## src/rtl/fstx_pkg.sv

```systemverilog
package fstx_pkg;
  // bit order: [3] late, [2] act_low, [1] int_src, [0] need_sync
  typedef struct packed {
    logic late;
    logic act_low;
    logic int_src;
    logic need_sync;
  } fstx_ctrl_t;
endpackage

```

## src/rtl/fstx_word_hold.sv

```systemverilog
module fstx_word_hold #(
  parameter int W = 16
) (
  input  logic         clk,
  input  logic         rst,
  input  logic         run,
  input  logic [W-1:0] in_data,
  input  logic         in_valid,
  input  logic         take,
  output logic         in_ready,
  output logic         held,
  output logic [W-1:0] held_data
);
  assign in_ready = run && !held;

  always_ff @(posedge clk) begin
    if (rst || !run) begin
      held      <= 1'b0;
      held_data <= '0;
    end else if (in_valid && in_ready) begin
      held      <= 1'b1;
      held_data <= in_data;
    end else if (take) begin
      held <= 1'b0;
    end
  end
endmodule

```

## src/rtl/fstx_frame_sched.sv

```systemverilog
module fstx_frame_sched
  import fstx_pkg::*;
#(
  parameter int W = 16
) (
  input  logic                 clk,
  input  logic                 rst,
  input  logic                 run,
  input  fstx_ctrl_t           cfg,
  input  logic                 held,
  input  logic                 fs_in,
  input  logic                 busy,
  input  logic [$clog2(W)-1:0] cnt,
  output logic                 load,
  output logic                 fs_pin,
  output logic                 fs_drv
);
  localparam int CW = $clog2(W);
  localparam logic [CW-1:0] LAST = CW'(W - 1);
  localparam logic [CW-1:0] PREV = CW'(W - 2);

  logic arm;
  logic stream;
  logic ext_hit;
  logic want;
  logic slot_early;
  logic slot_late;
  logic trig;
  logic pulse;

  assign ext_hit    = fs_in ^ cfg.act_low;
  assign want       = stream ? 1'b1 : (cfg.int_src ? held : ext_hit);
  assign slot_early = (!busy && !arm) || (busy && cnt == PREV);
  assign slot_late  = !busy || (cnt == LAST);
  assign trig       = run && want && (cfg.late ? slot_late : slot_early);
  assign load       = run && (cfg.late ? trig : arm);
  assign pulse      = trig && cfg.int_src && (cfg.need_sync || !stream);

  always_ff @(posedge clk) begin
    if (rst) begin
      arm    <= 1'b0;
      stream <= 1'b0;
      fs_pin <= 1'b0;
      fs_drv <= 1'b0;
    end else if (!run) begin
      arm    <= 1'b0;
      stream <= 1'b0;
      fs_pin <= cfg.act_low;
      fs_drv <= 1'b0;
    end else begin
      arm    <= !cfg.late && trig;
      stream <= stream || (load && !cfg.need_sync);
      fs_pin <= pulse ^ cfg.act_low;
      fs_drv <= cfg.int_src;
    end
  end
endmodule

```

## src/rtl/fstx_bit_shifter.sv

```systemverilog
module fstx_bit_shifter #(
  parameter int W = 16
) (
  input  logic                 clk,
  input  logic                 rst,
  input  logic                 run,
  input  logic                 load,
  input  logic                 held,
  input  logic [W-1:0]         held_data,
  output logic                 busy,
  output logic [$clog2(W)-1:0] cnt,
  output logic                 sd,
  output logic                 uf
);
  localparam int CW = $clog2(W);
  localparam logic [CW-1:0] LAST = CW'(W - 1);

  logic [W-1:0] sr;

  always_ff @(posedge clk) begin
    if (rst || !run) begin
      busy <= 1'b0;
      cnt  <= '0;
      sr   <= '0;
      sd   <= 1'b0;
      uf   <= 1'b0;
    end else if (load) begin
      busy <= 1'b1;
      cnt  <= '0;
      sr   <= held ? held_data : '0;
      sd   <= held ? held_data[W-1] : 1'b0;
      uf   <= !held;
    end else if (busy) begin
      if (cnt == LAST) begin
        busy <= 1'b0;
        cnt  <= '0;
        sd   <= 1'b0;
        uf   <= 1'b0;
      end else begin
        cnt <= cnt + 1'b1;
        sd  <= sr[W-2];
        sr  <= sr << 1;
      end
    end
  end
endmodule

```

## src/rtl/fstx_top.sv

```systemverilog
module fstx_top
  import fstx_pkg::*;
#(
  parameter int WORD_W = 16
) (
  input  logic              clk,
  input  logic              rst,
  input  logic              en,
  input  logic [3:0]        ctrl,
  input  logic [WORD_W-1:0] word_data,
  input  logic              word_valid,
  output logic              word_ready,
  output logic              sd_out,
  output logic              fs_out,
  output logic              fs_oe,
  input  logic              fs_in,
  output logic              underflow
);
  localparam int CW = $clog2(WORD_W);

  logic              en_r;
  fstx_ctrl_t        ctrl_q;
  logic              held;
  logic [WORD_W-1:0] held_data;
  logic              load;
  logic              busy;
  logic [CW-1:0]     cnt;

  always_ff @(posedge clk) begin
    if (rst) begin
      en_r   <= 1'b0;
      ctrl_q <= '0;
    end else begin
      en_r <= en;
      if (!en) ctrl_q <= fstx_ctrl_t'(ctrl);
    end
  end

  fstx_word_hold #(.W(WORD_W)) u_hold (
    .clk(clk), .rst(rst), .run(en_r),
    .in_data(word_data), .in_valid(word_valid), .take(load),
    .in_ready(word_ready), .held(held), .held_data(held_data)
  );

  fstx_frame_sched #(.W(WORD_W)) u_sched (
    .clk(clk), .rst(rst), .run(en_r), .cfg(ctrl_q),
    .held(held), .fs_in(fs_in), .busy(busy), .cnt(cnt),
    .load(load), .fs_pin(fs_out), .fs_drv(fs_oe)
  );

  fstx_bit_shifter #(.W(WORD_W)) u_shift (
    .clk(clk), .rst(rst), .run(en_r), .load(load),
    .held(held), .held_data(held_data),
    .busy(busy), .cnt(cnt), .sd(sd_out), .uf(underflow)
  );
endmodule

```

## config.mk

```make
export PLATFORM = sky130hd
export DESIGN_NAME = fstx_top
export DESIGN_NICKNAME = d
export VERILOG_FILES = /design/src/rtl/fstx_pkg.sv /design/src/rtl/fstx_word_hold.sv /design/src/rtl/fstx_frame_sched.sv /design/src/rtl/fstx_bit_shifter.sv /design/src/rtl/fstx_top.sv
export SDC_FILE = /design/constraint.sdc
export NUM_CORES = 1
export LEC_CHECK = 0
export ABC_AREA = 0
export BUFFER_PORTS_ARGS = -buffer_cell sky130_fd_sc_hd__buf_2
export CORE_MARGIN = 8
export CORE_UTILIZATION = 60
export CTS_BUF_LIST = sky130_fd_sc_hd__clkbuf_16
export CTS_CLUSTER_SIZE = 10
export DETAILED_ROUTE_END_ITERATION = 8
export PLACE_DENSITY = 0.81
export SLEW_MARGIN = 20
export SYNTH_ARGS = -nofsm -noshare
export SYNTH_HDL_FRONTEND = slang
export SYNTH_SLANG_ARGS = --single-unit
```

## constraint.sdc

```tcl
create_clock -name clk -period 5.75 [get_ports clk]
set_clock_uncertainty 0.15 [all_clocks]
set_input_delay 0.2875 -clock clk [delete_from_list [all_inputs] [get_ports clk]]
set_output_delay 0.2875 -clock clk [all_outputs]
set_load 0.02 [all_outputs]
```

; Word level (Yosys, flattened, before mapping)
; Cells that the tools add are included.
[word_totals]
word_cells = 75
ff_bits = 48
input_bits = 25
out_inout_bits = 5
[classes]
n_eq_ne = 3
reduce_logical = 30
mux = 22
n_addsub = 1
bitwise_logic = 3
[ops]
columns = operator, n
row1 = 15-bit two-way mux, 4
row2 = 1-bit two-way mux, 17
row3 = 1-bit logical AND, 11
row4 = "4-bit equality test, second input constant", 2
row5 = 1-bit zero test, 7
row6 = 2-bit nonzero test, 3
row7 = 1-bit logical OR, 5
row8 = "4-bit by 1-bit adder with 4-bit output, second input constant", 1
row9 = 4-bit two-way mux, 1
row10 = 2-bit AND reduction, 2
row11 = 2-bit OR reduction, 2
row12 = "2-bit by 1-bit inequality test with 1-bit output, second input constant", 1
row13 = 1-bit bitwise XOR, 2
row14 = 1-bit NOT, 1

; Logic depth before layout (Yosys ltp)
[depth]
ltp_word = 9
ltp_mapped = 7
depth_no_buf = 5

; Hierarchy
; A second synthesis with hierarchy kept.
[unflattened]
cells_unflattened = 231
hier_area_um2 = 2289.7
[modules_own_cells]
columns = module, seq_area_each_um2, area_each_um2, cells_per_inst, instances
row1 = fstx_bit_shifter, 440.4, 1154.9, 109, 1
row2 = fstx_word_hold, 340.3, 699.4, 77, 1
row3 = fstx_frame_sched, 80.1, 262.8, 30, 1
row4 = fstx_top, 100.1, 172.7, 15, 1

; Worst setup path after synthesis
; Ideal clock, no wire load.
[synth_timing]
path_kind = flip-flop to flip-flop
start = reg u_shift.cnt[0]
end = reg u_sched.fs_pin
path_stages_with_launch = 7
setup_slack_ns = 3.825
t_arrival_ns = 1.654
period_less_slack_ns = 1.925
n_path_buf = 1
setup_time_ns = 0.121
required_ns = 5.479
cell_sequence = dfxtp_1 ha_1 and3_1 buf_2 nor3_1 a2111oi_0 mux2_2
[synth_via]
elab_chain_len = 9
elab_cells_between_ends = 11
classes_between = eq/ne (2) / mux (2) / bitwise (1) / reduce/logical (6)
[synth_rtl]
columns = item, line
row1 = from (decl), fstx_bit_shifter.sv:11  ; output logic [$clog2(W)-1:0] cnt,
row2 = from (signal assigned), fstx_bit_shifter.sv:40  ; cnt <= cnt + 1'b1;
row3 = 4-bit equality test, fstx_frame_sched.sv:33  ; assign slot_early = (!busy && !arm) || (busy && cnt == PREV);
row4 = 1-bit logical AND, fstx_frame_sched.sv:33
row5 = 1-bit logical OR, fstx_frame_sched.sv:33
row6 = 1-bit two-way mux *, fstx_frame_sched.sv:35  ; assign trig = run && want && (cfg.late ? slot_late : slot_early);
row7 = 1-bit logical AND *, fstx_frame_sched.sv:35
row8 = 1-bit logical AND * (2 in series), fstx_frame_sched.sv:37  ; assign pulse = trig && cfg.int_src && (cfg.need_sync || !stream);
row9 = 1-bit bitwise XOR *, fstx_frame_sched.sv:53  ; fs_pin <= pulse ^ cfg.act_low;
row10 = 1-bit two-way mux *, fstx_frame_sched.sv:45  ; end else if (!run) begin
row11 = to (signal assigned), fstx_frame_sched.sv:48  ; fs_pin <= cfg.act_low;
row12 = to (signal assigned), fstx_frame_sched.sv:53
row13 = to (decl), fstx_frame_sched.sv:15  ; output logic fs_pin,
; Mark *: on every way between the ends. The rest lies on a longest branch, timed or not.
; A chain may end at the register's enable or synchronous reset.

; Final worst setup path
[layout_timing]
start = reg u_shift.cnt[0]
end = reg u_hold.held
[layout_via]
elab_chain_len = 8
elab_cells_between_ends = 10
classes_between = eq/ne (2) / mux (2) / reduce/logical (6)
[layout_rtl]
columns = item, line
row1 = 4-bit equality test, fstx_frame_sched.sv:33
row2 = 1-bit logical AND, fstx_frame_sched.sv:33
row3 = 1-bit logical OR, fstx_frame_sched.sv:33
row4 = 1-bit two-way mux *, fstx_frame_sched.sv:35
row5 = 1-bit logical AND *, fstx_frame_sched.sv:35
row6 = 1-bit two-way mux *, fstx_frame_sched.sv:36  ; assign load = run && (cfg.late ? trig : arm);
row7 = 1-bit logical AND *, fstx_frame_sched.sv:36
row8 = 2-bit nonzero test (no source line) *, n/a
row9 = to (signal assigned), fstx_word_hold.sv:18  ; held <= 1'b0;
row10 = to (signal assigned), fstx_word_hold.sv:21  ; held <= 1'b1;
row11 = to (signal assigned), fstx_word_hold.sv:24  ; held <= 1'b0;
row12 = to (decl), fstx_word_hold.sv:11  ; output logic held,
; Marks and branches as above.

==> impl_metrics.py <==
metrics = {
    "flow_run": {
        "maxCapViolations": 0,
    },
    "detailed_routing": {
        "length_of_the_first_detailed_routing_pass_in_iterations": 5,
        "vias": 1856,
        "route.detailed.wl_per_inst_um": 14.06,
        "drt.antenna.violating_nets": 0,
        "drt_drc_violations_left": 0,
        "wl_um": 4598,
        "initialDrtViolationCount": 102,
        "routed_via_density": 5.676,
    },
    "clock_tree": {
        "clk_transition_reported_paths_ns": 0.06,
        "clock_sink_count": 48,
        "clk_latency_worst_skew_pair_ns": 0.28,
        "tritoncts": "yes",
        "gates_resized_cts_repair": 0,
        "clk_path_buf_depth": 2,
        "cts_made_buffers": 5,
        "postCtsHoldBufs": 0,
        "h-tree-depth": 2,
        "cts.repair_timing.setup_buffer_count": 0,
        "cts-root-buf": "clkbuf_16",
    },
    "logic_synthesis": {
        "yosys-top-cells-area": "dfxtp_1 (44%), mux2i_1 (9.1%), nand3_1 (6.8%)",
        "synthSimpleGateAreaFrac": 0.2040,
        "synth_seq_cells": 48,
        "synth_nets": 289,
        "ys_top_cells_by_count": "dfxtp_1 (48), nand2_1 (39), nand3_1 (30), mux2i_1 (20), a21oi_1 (19)",
        "synthesis.yosys.warnings": 0,
        "synth-adder-area-share": 0.01136,
        "synth_xor_area_frac": 0.007955,
        "syn_area_per_cell_um2": 8.405,
        "yosys.cell_types.count": 33,
        "yosys.cell_count.top_type": "dfxtp_1",
        "synth_sequential_area_ratio": 0.4364,
        "mappedNetlistArea_mm2": 0.002202,
        "yosys_most_used_dff": "dfxtp_1",
        "ys_async_sr_fraction": 0,
        "synth_compound_area_frac": 0.1926,
        "netlist.top_cell.by_area": "dfxtp_1",
        "synthMuxAreaShare": 0.09602,
        "synth_top_family_by_area": "simple AND/OR/NAND/NOR gates",
        "yosysTopAreaCellShare": 0.4364,
        "synth_edf_count": 0,
        "post_synth_inst_count": 262,
    },
    "floorplan": {
        "floorplan.rows": 22,
        "initial_utilization": 0.6107,
        "i_o_pin_count": 30,
        "die_span_in_y_um": 76.58,
        "dieArea_mm2": 0.005865,
        "die_width_um": 76.58,
        "floorplan.core_area_mm2": 0.003606,
    },
    "timing": {
        "final.setup.tns_ns": 0,
        "setup_viol": 0,
        "tightest_slew_ns": 1.095,
        "finalHoldWorstSlack_ns": 0.08123,
        "worst_slew_margin_rel": 0.2699,
        "max_slew_violations": 0,
        "timing.fmax_mhz": 345.5,
        "min_period_over_period": 0.5034,
        "finalWorstSetupSlack_ns": 2.856,
        "period_needed_ns": 2.895,
        "report.final.hold_viol_count": 0,
        "rsz0062_at_grt": "no",
    },
    "critical_path": {
        "ff2ff_path_depth": 5,
        "critical_path.endpoint": "u_hold.held",
        "worstPathCellList": "ha_1 > nand3_1 > nand2_1 > a31o_1 > o21ai_0",
        "timing.critical_path.arrival_ns": 2.86,
        "crit-reg2reg-launch": "u_shift.cnt[0]",
        "cp-start-kind": "flop",
        "timing_worst_setup_path_type": "reg2reg",
        "timing.critical_path.from": "u_shift.cnt[0]",
        "r2r_setup_slack_ns": 2.86,
        "critical_path_required_ns": 5.72,
        "crit_end_element": "flop",
        "worst_path_largest_cell_delay_ns": 0.91,
        "worstPathMaxFanout": 20,
        "critical_path.slowest_cell": "a31o_1",
        "critical_path.reg2reg.endpoint": "u_hold.held",
        "cp_num_cells": 5,
        "crit_family": "compound AO/OA/AOI/OAI gates",
        "path_buf_inv": 0,
    },
    "power": {
        "static-leakage-power_nw": 0.8453,
        "p_per_area_mw_per_mm2": 265.8,
        "worst_ir_drop_vdd_mv": 0.1926,
    },
    "global_route": {
        "grt_pass1_vias": 1783,
        "grt_max_degree": 28,
        "antenna_found_initial": 0,
        "grt_remaining_overflow": 0,
        "track_usage": 0.1622,
        "global_route_wire_length_before_repair_um": 7935,
    },
    "layout": {
        "antenna_cells": 0,
        "num-nets-final": 305,
        "fin_cells": 327,
        "area_growth_syn_to_layout_pct": 11.87,
        "postLayoutCellArea_mm2": 0.002464,
        "layout-drive-gt1-share": 0.1362,
    },
    "placed_design": {
        "dp_hpwl_um": 3029,
        "placed_area_mm2": 0.002327,
        "place.detailed.instances": 319,
        "port_buffers": 29,
        "dpl_worst_slack_ns": 2.912,
        "place_congestion": 0.7774,
    },
    "min_path": {
        "hold_class": "in2reg",
    },
    "status": {
        "run_status": "finished clean",
    },
}
==> flip-flops by register name (all words and copies together) (netlist names) <==
register / flops
u_shift.sd: 1
u_shift.busy: 1
u_hold.held: 1
u_shift.sr: 15
u_sched.stream: 1
u_shift.cnt: 4
ctrl_q: 4
u_sched.fs_pin: 1
u_sched.fs_drv: 1
en_r: 1
u_shift.uf: 1
u_sched.arm: 1
u_hold.held_data: 16
==> final cells by class <==
cell class / instances / area (µm²)
Multi-Input combinational cell: 187 / 1127
Inverter: 5 / 18.77
Tap cell: 48 / 60.06
Clock buffer: 5 / 125.1
Fill cell: 305 / 1142
Timing Repair Buffer: 31 / 160.2
Clock inverter: 3 / 11.26
Sequential cell: 48 / 960.9
==> power breakdown <==
group / total [mW] / internal, mW / switching (mW) / leakage (nW)
Sequential: 0.343 / 0.337 / 0.00589 / 0.388
Combinational: 0.0449 / 0.0192 / 0.0257 / 0.383
Clock: 0.267 / 0.156 / 0.111 / 0.0738
==> how the worst min path moves through the flow <==
stage                        start              endpoint  cells after the start
2_1_floorplan        word_data[10]  u_hold.held_data[10]                      2
3_3_place_gp   u_hold.held_data[4]   u_hold.held_data[4]                      2
3_5_place_dp   u_hold.held_data[3]   u_hold.held_data[3]                      2
4_1_cts                    ctrl[3]             ctrl_q[3]                      3
5_1_grt              word_data[15]  u_hold.held_data[15]                      3
6_report                   ctrl[3]             ctrl_q[3]                      3
==> worst reg2reg max path: stages (launching register included) <==
cell and delay (ns):
dfxtp_1 0.41, ha_1 0.23, nand3_1 0.47, nand2_1 0.33, a31o_1 0.91, o21ai_0 0.22
==> stage by stage <==
step                      utilization  power, mW
after floorplan                     -     0.3810
after global placement         0.6454     0.3935
after detailed placement       0.6454     0.3948
after CTS                      0.6832     0.6583
after global routing           0.6832     0.6784
final                          0.6832     0.6548
==> per-layer routing <==
layer | share of wire | vias up | global-route usage
met5 | 0 | - | 0
met4 | 0.0096 | 0 | 0.05192
met3 | 0.053 | 5 | 0.04363
met2 | 0.49 | 54 | 0.2853
met1 | 0.44 | 845 | 0.1845
li1 | - | 952 | -
==> cells in the final DEF (no fill, tap or decap), types with 5 or more instances in the layout <==
| cell | count |
|---|---|
| o21ai_0 | 17 |
| nor2_1 | 8 |
| buf_2 | 29 |
| dfxtp_1 | 48 |
| nand2_1 | 39 |
| a21oi_1 | 19 |
| nor3_1 | 5 |
| a21o_1 | 15 |
| mux2i_1 | 20 |
| inv_1 | 7 |
| nand3_1 | 30 |
| clkbuf_16 | 5 |
| nor2b_1 | 6 |
==> cells by family after synthesis <==
group,after synthesis
and+or+nand+nor,97
AOI/OAI and AO/OA,65
DFF,48
buffers and inverters,27
muxes,21
xor gates and xnor gates,2
adders and majority gates,2
Power figures use the tool's default switching activity.
